`config.mk`:
```
export PLATFORM = sky130hd
export DESIGN_NAME = vfmt_bt656_formatter
export DESIGN_NICKNAME = d
export VERILOG_FILES = /design/src/rtl/vfmt_pkg.sv /design/src/rtl/vfmt_hpos.sv /design/src/rtl/vfmt_vpos.sv /design/src/rtl/vfmt_bytegen.sv /design/src/rtl/vfmt_bt656_formatter.sv
export SDC_FILE = /design/constraint.sdc
export NUM_CORES = 1
export LEC_CHECK = 0
export ABC_CLOCK_PERIOD_IN_PS = 2100
export BUFFER_PORTS_ARGS = -buffer_cell sky130_fd_sc_hd__clkbuf_2
export CAP_MARGIN = 10
export CELL_PAD_IN_SITES_DETAIL_PLACEMENT = 0
export CELL_PAD_IN_SITES_GLOBAL_PLACEMENT = 1
export CORE_ASPECT_RATIO = 0.9
export CORE_MARGIN = 2
export CORE_UTILIZATION = 40
export CTS_CLUSTER_SIZE = 20
export DETAILED_ROUTE_END_ITERATION = 12
export PLACE_DENSITY = 0.82
export SETUP_SLACK_MARGIN = 0.02
export SYNTH_ARGS = -nofsm -noshare
export SYNTH_HDL_FRONTEND = slang
export SYNTH_HIERARCHICAL = 1
export SYNTH_SLANG_ARGS = --single-unit
export TNS_END_PERCENT = 100
```
`constraint.sdc`:
```
create_clock -name clk -period 2.1 [get_ports clk]
set_input_delay 0.105 -clock clk [delete_from_list [all_inputs] [get_ports clk]]
set_output_delay 0.105 -clock clk [all_outputs]
set_load 0.005 [all_outputs]
```
`src/rtl/vfmt_pkg.sv`:
```
package vfmt_pkg;

    typedef enum logic [1:0] {
        SEG_EAV,
        SEG_HBLK,
        SEG_SAV,
        SEG_ACT
    } seg_e;

    localparam logic [7:0] FILL_CHROMA = 8'h80;
    localparam logic [7:0] FILL_LUMA   = 8'h10;
    localparam logic [7:0] TRS_FF      = 8'hFF;
    localparam logic [7:0] TRS_00      = 8'h00;

    // Fourth byte of a timing code with its protection bits
    function automatic logic [7:0] trs_word(input logic f, input logic v, input logic h);
        return {1'b1, f, v, h, v ^ h, f ^ h, f ^ v, f ^ v ^ h};
    endfunction

endpackage

```
`src/rtl/vfmt_hpos.sv`:
```
module vfmt_hpos
    import vfmt_pkg::*;
#(
    parameter  int LINE_BYTES = 1728,
    parameter  int ACT_BYTES  = 1440,
    localparam int HW         = $clog2(LINE_BYTES)
) (
    input  logic          clk,
    input  logic          rst_n,
    output logic [HW-1:0] h,
    output logic          line_end,
    output seg_e          seg,
    output logic [1:0]    idx
);

    localparam logic [HW-1:0] H_LAST = HW'(LINE_BYTES - 1);
    localparam logic [HW-1:0] H_SAV  = HW'(LINE_BYTES - ACT_BYTES - 4);
    localparam logic [HW-1:0] H_ACT  = HW'(LINE_BYTES - ACT_BYTES);
    localparam logic [HW-1:0] H_HBLK = HW'(4);

    typedef struct packed {
        logic [HW-1:0] h;
    } hst_t;

    hst_t st_d, st_q;

    always_comb begin
        st_d = st_q;
        if (st_q.h == H_LAST) st_d.h = '0;
        else                  st_d.h = st_q.h + 1'b1;

        line_end = (st_q.h == H_LAST);
        h        = st_q.h;
        if (st_q.h < H_HBLK) begin
            seg = SEG_EAV;
            idx = st_q.h[1:0];
        end else if (st_q.h < H_SAV) begin
            seg = SEG_HBLK;
            idx = 2'd0;
        end else if (st_q.h < H_ACT) begin
            seg = SEG_SAV;
            idx = 2'(st_q.h - H_SAV);
        end else begin
            seg = SEG_ACT;
            idx = 2'd0;
        end
    end

    always_ff @(posedge clk or negedge rst_n) begin
        if (!rst_n) st_q <= '0;
        else        st_q <= st_d;
    end

    AST_H_WRAP: assert property (@(posedge clk) disable iff (!rst_n)
        line_end |=> (h == '0 && seg == SEG_EAV));

endmodule

```
`src/rtl/vfmt_vpos.sv`:
```
module vfmt_vpos #(
    parameter  int SRC_LINES    = 240,
    parameter  int REP          = 5,
    parameter  int VB_TOP       = 22,
    parameter  int FIELD0_LINES = 313,
    parameter  int FIELD1_LINES = 312,
    localparam int ACT_LINES    = SRC_LINES * (REP + 1) / REP,
    localparam int FMAX         = (FIELD0_LINES > FIELD1_LINES) ? FIELD0_LINES : FIELD1_LINES,
    localparam int VW           = $clog2(FMAX),
    localparam int SW           = $clog2(SRC_LINES + 1),
    localparam int PW           = $clog2(REP + 1)
) (
    input  logic          clk,
    input  logic          rst_n,
    input  logic          line_end,
    output logic          act,
    output logic          fld,
    output logic [SW-1:0] src
);

    localparam logic [VW-1:0] V_LAST0 = VW'(FIELD0_LINES - 1);
    localparam logic [VW-1:0] V_LAST1 = VW'(FIELD1_LINES - 1);
    localparam logic [VW-1:0] V_TOP   = VW'(VB_TOP);
    localparam logic [VW-1:0] V_END   = VW'(VB_TOP + ACT_LINES);
    localparam logic [PW-1:0] PH_MAX  = PW'(REP);
    localparam logic [SW-1:0] SRC_LIM = SW'(SRC_LINES);

    typedef struct packed {
        logic [VW-1:0] v;
        logic          f;
        logic [SW-1:0] src;
        logic [PW-1:0] ph;
    } vst_t;

    vst_t          st_d, st_q;
    logic [VW-1:0] v_last;
    logic [PW-1:0] ph_n;

    always_comb begin
        st_d   = st_q;
        v_last = st_q.f ? V_LAST1 : V_LAST0;
        act    = (st_q.v >= V_TOP) && (st_q.v < V_END);
        ph_n   = (st_q.ph == PH_MAX) ? '0 : st_q.ph + 1'b1;

        if (line_end) begin
            if (st_q.v == v_last) begin
                st_d.v   = '0;
                st_d.f   = ~st_q.f;
                st_d.src = '0;
                st_d.ph  = '0;
            end else begin
                st_d.v = st_q.v + 1'b1;
                if (act) begin
                    st_d.ph = ph_n;
                    if (ph_n != PH_MAX) st_d.src = st_q.src + 1'b1;
                end
            end
        end

        fld = st_q.f;
        src = st_q.src;
    end

    always_ff @(posedge clk or negedge rst_n) begin
        if (!rst_n) st_q <= '0;
        else        st_q <= st_d;
    end

    AST_SRC_RANGE: assert property (@(posedge clk) disable iff (!rst_n)
        act |-> (src < SRC_LIM));

    AST_REPEAT_HOLD: assert property (@(posedge clk) disable iff (!rst_n)
        (act && st_q.ph == PH_MAX) |-> (src == $past(src)));

    AST_F_TOGGLE: assert property (@(posedge clk) disable iff (!rst_n)
        (line_end && st_q.v == v_last) |=> (fld != $past(fld)));

endmodule

```
`src/rtl/vfmt_bytegen.sv`:
```
module vfmt_bytegen
    import vfmt_pkg::*;
#(
    parameter  int LINE_BYTES = 1728,
    parameter  int ACT_BYTES  = 1440,
    localparam int HW         = $clog2(LINE_BYTES),
    localparam int AW         = $clog2(ACT_BYTES)
) (
    input  logic          clk,
    input  logic          rst_n,
    input  logic [HW-1:0] h,
    input  seg_e          seg,
    input  logic [1:0]    idx,
    input  logic          act,
    input  logic          fld,
    input  logic [7:0]    rd_data,
    output logic [7:0]    byte_o,
    output logic          rd_en,
    output logic [AW-1:0] rd_addr,
    output logic          line_start
);

    localparam logic [HW-1:0] RD_FIRST = HW'(LINE_BYTES - ACT_BYTES - 1);
    localparam logic [HW-1:0] RD_LAST  = HW'(LINE_BYTES - 2);

    typedef struct packed {
        logic [7:0] b;
    } bst_t;

    bst_t       st_d, st_q;
    logic [7:0] fill;
    logic [7:0] code;

    always_comb begin
        st_d = st_q;
        fill = h[0] ? FILL_LUMA : FILL_CHROMA;
        case (idx)
            2'd0:    code = TRS_FF;
            2'd1:    code = TRS_00;
            2'd2:    code = TRS_00;
            default: code = trs_word(fld, ~act, seg == SEG_EAV);
        endcase

        case (seg)
            SEG_EAV, SEG_SAV: st_d.b = code;
            SEG_HBLK:         st_d.b = fill;
            default:          st_d.b = act ? rd_data : fill;
        endcase

        rd_en      = act && (h >= RD_FIRST) && (h <= RD_LAST);
        rd_addr    = rd_en ? AW'(h - RD_FIRST) : '0;
        line_start = act && (h == '0);
        byte_o     = st_q.b;
    end

    always_ff @(posedge clk or negedge rst_n) begin
        if (!rst_n) st_q <= '{b: FILL_LUMA};
        else        st_q <= st_d;
    end

    AST_LS_NO_READ: assert property (@(posedge clk) disable iff (!rst_n)
        line_start |-> !rd_en);

    AST_ACT_FROM_BUF: assert property (@(posedge clk) disable iff (!rst_n)
        $past(rd_en, 2) |-> (byte_o == $past(rd_data)));

endmodule

```
`src/rtl/vfmt_bt656_formatter.sv`:
```
module vfmt_bt656_formatter
    import vfmt_pkg::*;
#(
    parameter  int LINE_BYTES   = 1728,
    parameter  int ACT_PIX      = 720,
    parameter  int SRC_LINES    = 240,
    parameter  int REP          = 5,
    parameter  int VB_TOP       = 22,
    parameter  int FIELD0_LINES = 313,
    parameter  int FIELD1_LINES = 312,
    localparam int ACT_BYTES    = 2 * ACT_PIX,
    localparam int HW           = $clog2(LINE_BYTES),
    localparam int AW           = $clog2(ACT_BYTES),
    localparam int SW           = $clog2(SRC_LINES + 1)
) (
    input  logic          clk,
    input  logic          rst_n,
    input  logic [7:0]    rd_data,
    output logic [7:0]    bt_byte,
    output logic          line_start,
    output logic [SW-1:0] src_line,
    output logic          rd_en,
    output logic [AW-1:0] rd_addr
);

    logic [HW-1:0] h;
    logic          line_end;
    seg_e          seg;
    logic [1:0]    idx;
    logic          act;
    logic          fld;

    vfmt_hpos #(
        .LINE_BYTES (LINE_BYTES),
        .ACT_BYTES  (ACT_BYTES)
    ) u_hpos (
        .clk      (clk),
        .rst_n    (rst_n),
        .h        (h),
        .line_end (line_end),
        .seg      (seg),
        .idx      (idx)
    );

    vfmt_vpos #(
        .SRC_LINES    (SRC_LINES),
        .REP          (REP),
        .VB_TOP       (VB_TOP),
        .FIELD0_LINES (FIELD0_LINES),
        .FIELD1_LINES (FIELD1_LINES)
    ) u_vpos (
        .clk      (clk),
        .rst_n    (rst_n),
        .line_end (line_end),
        .act      (act),
        .fld      (fld),
        .src      (src_line)
    );

    vfmt_bytegen #(
        .LINE_BYTES (LINE_BYTES),
        .ACT_BYTES  (ACT_BYTES)
    ) u_bytegen (
        .clk        (clk),
        .rst_n      (rst_n),
        .h          (h),
        .seg        (seg),
        .idx        (idx),
        .act        (act),
        .fld        (fld),
        .rd_data    (rd_data),
        .byte_o     (bt_byte),
        .rd_en      (rd_en),
        .rd_addr    (rd_addr),
        .line_start (line_start)
    );

    AST_RESET_QUIET: assert property (@(posedge clk)
        !rst_n |=> (!line_start && !rd_en));

endmodule

```
==> reports/qor.csv <==
metric;value;unit
outcome;complete, but fails checks;
failing checks;negative setup slack;
Die Span Y;81.53;um
worst vdd ir;316.9;uV
clock buffer depth;2;
HP Start;rd_data[1];
crit-path most repeated cell;buf_4;
P_leak;1.681;nW
Post-Synth Simple-Gate Area;23.09;%
Reg2Reg Depth;8;
Syn Area/Cell;9.275;um2
Power Density;449.6;nW/um2
pin count of the biggest net entering global routing;26;
RR Startpoint;u_vpos/st_q[13]$_DFFE_PN0P_;
CTS H-tree lvls;2;
RSZ-0062 raised after global routing;true;
Mapped Area;2671;um2
Root Buffer;clkbuf_8;
xor/xnor share of the synthesized area;5.574;%
WP data arrival;2.00;ns
sequential share of the synthesized area;37.52;%
global route total overflow;0;
first-iteration detailed-routing DRC count;111;
Clock transition at path regs;0.08;ns
worst slew pin tran;0.4440;ns
Setup Viol. Count Final;1;
largest family of logic cells by synthesized area;simple AND/OR/NAND/NOR gates;
dominant synthesized flop cell;dfrtp_1;
vias in the first global route;2152;
CTS sink cnt;40;
EDFF count, synth;0;
worst hold path class;in2reg;
CP Launch Type;register;
Synth warnings;6;
share of Yosys cell area claimed by the top area cell type;36.53;%
router iterations before antenna repair;4;
CP top delay family;buffers and inverters;
initial antenna violation count;0;
compound-gate portion of the synthesized area;20.66;%
CP bufs+invs;4;
die area;7349;um2
count leader, synth;dfrtp_1;
maximum capacitance violations;0;
# fillers;559;
count of cell types in the netlist;61;
Synth area leader;dfrtp_1;
largest cells by area after synthesis;dfrtp_1 37%, ha_1 4.2%, nand2_1 3.4%;
port buffer count;38;
Max Transition Viols Final;0;
core footprint;6516;um2
final setup margin;-0.002475;ns
Post-Syn Nets;307;
design area;3735;um2
worst-path maximum fanout;8;
hold depth;3;
hold path endpoint;u_bytegen/byte_o[1]$_DFF_PN0_;
CTS Buf Count;5;
post-detail-place hpwl;4414;um
Routed wire per std cell;15.52;um
Die X-Extent;90.14;um
area delta synth->final;39.81;%
final WL;7201;um
drt via density;5.347;
Initial Utilization;40.99;%
asr flop ratio synth;100.0;%
Placer Congestion;0.8176;
Clk Latency, worst-skew pair;0.30;ns
CTS tree;yes;
worst reg-to-reg setup slack;0.06;ns
Rel. slew slack;70.15;%
R2R Path End;u_vpos/st_q[1]$_DFFE_PN0P_;
final hold vios;0;
share of cells above drive strength 1;45.99;%
post-detailed-route count of antenna-violating nets;0;
synth cell count leaders;39 x dfrtp_1, 24 x nand2_1, 14 x a21oi_1, 14 x nor2_1;
Gate Count Post-Synth;288;
CP max-delay cell;dfrtp_1;
first-pass GRT wire length;10230;um
Site Rows;28;
Worst Path Required;2.00;ns
placed cell areas;3084;um2
Achievable Freq;0.4756;GHz
Hold WS;0.02697;ns
setup TNS;-0.002475;ns
Clock Skews;0.009582;ns
# IOs;39;
minimum clock period;2.102;ns
WP depth;8;
DRC;0;
# diodes;0;
fin crit share;100.1;%
mux share of post-synthesis cell area;2.389;%
GRT Util Overall;17.34;%
Setup Crit Path Kind;reg2out;
crit-path cells;buf_6, nand4_1, buf_4, nor4_4, buf_4, o21ai_4, nor4_2, buf_2;
register bit total from synthesis;40;
Vias;2481;
adder-cell share of the synthesized area;4.215;%
crit end category;primary output;
Nets;392;
CP max stage delay;0.41;ns
-- stage by stage --
step | cells | util [%] | setup slack, ns | power [mW]
CTS | 433 | 50.98 | -0.01223 | 1.698
global route | 464 | 57.32 | -0.08502 | 1.733
global placement | 420 | 47.33 | 0.1194 | 0.8139
finish | 464 | 57.32 | -0.002475 | 1.679
detailed placement | 420 | 47.33 | 0.06248 | 0.8138
floorplan | 288 | - | -0.07360 | 0.7873
-- power breakdown --
part	switching [mW]	internal [mW]	total, mW
sequential	0	0.769	0.769
combinational	0.0195	0.00951	0.0290
clock	0.286	0.595	0.881
total	0.306	1.37	1.68
-- worst register-to-register path, cell delays in order, from the launching register on --
cell,delay [ns]
dfrtp_2,0.47
ha_4,0.15
nor3_1,0.03
o21a_1,0.22
buf_4,0.15
buf_4,0.14
nor3b_2,0.21
nor4bb_2,0.40
mux2_4,0.22
-- cells by family after synthesis --
kind of cell,after synthesis
multiplexers,6
XOR/XNOR,17
AND/OR/NAND/NOR,108
adder cells (fa/ha/maj),9
AO/OA/AOI/OAI,76
flip-flops,40
buffers and inverters,32
-- state kept, by name, indices dropped and copies added (netlist names) --
signal            cells
u_hpos/h             11
u_vpos/fld            1
u_bytegen/byte_o      8
u_vpos/st_q          12
u_vpos/src            8
-- timing repair --
item,in CTS,in global routing
hold endpoints to repair,14,0
hold buffers,1,0
gates cloned,0,2
resized for setup,10,56
setup buffers,4,30
pin swaps,4,15
setup endpoints to repair,13,25
-- layout make-up --
type                    count  area, um2  area share (%)
repair buffers            101      710.7           19.03
well taps                  90      112.6           3.015
multi-input cells         217       1705           45.66
flip-flops and latches     40       1017           27.24
inverters                   8      30.03          0.8040
clock inverters             3      90.09           2.412
clock buffers               5      68.82           1.843
-- how the worst max path moves through the flow --
stage / start / to / slack [ns]
detailed placement: u_hpos/h[6]$_DFF_PN0_ / u_bytegen/byte_o[1]$_DFF_PN0_ / 0.06
global route: u_hpos/h[7]$_DFF_PN0_ / rd_addr[8] / -0.09
global placement: u_hpos/h[6]$_DFF_PN0_ / u_bytegen/byte_o[2]$_DFF_PN0_ / 0.12
CTS: u_vpos/st_q[12]$_DFFE_PN0P_ / rd_addr[8] / -0.01
finish: u_hpos/h[7]$_DFF_PN0_ / rd_addr[8] / -0.002
floorplan: u_hpos/h[6]$_DFF_PN0_ / u_bytegen/byte_o[0]$_DFF_PN0_ / -0.07
-- per-layer routing --
layer	share of wire, %	global-route usage (%)	vias up
li1	-	-	1225
met1	46	23.23	1180
met2	49	28.87	65
met3	3.6	3.761	11
met4	1.5	4.615	0
met5	0	0	-
-- placed cells by master (no fill, tap or decap), types with 4 or more instances in the layout --
cell      Yosys  final
buf_4        10     52
clkbuf_2      0     32
dfrtp_1      39     27
nand2_1      24     22
nand3_1      13     13
a21oi_1      14     12
nor2_1       14     12
dfrtp_2       0     12
o21ai_0      13     10
xnor2_1      10      9
buf_6         2      8
buf_2         2      7
o22ai_1       7      7
nand4_1       7      7
xor2_1        7      7
inv_1         8      6
nor3_1        8      6
a31oi_1       6      6
clkbuf_8      0      5
nor2b_1       8      5
a22o_1        5      5
nor4_2        1      4
ha_1          9      4
and3_1        4      4
No activity file was read; power rests on OpenSTA's default activity.
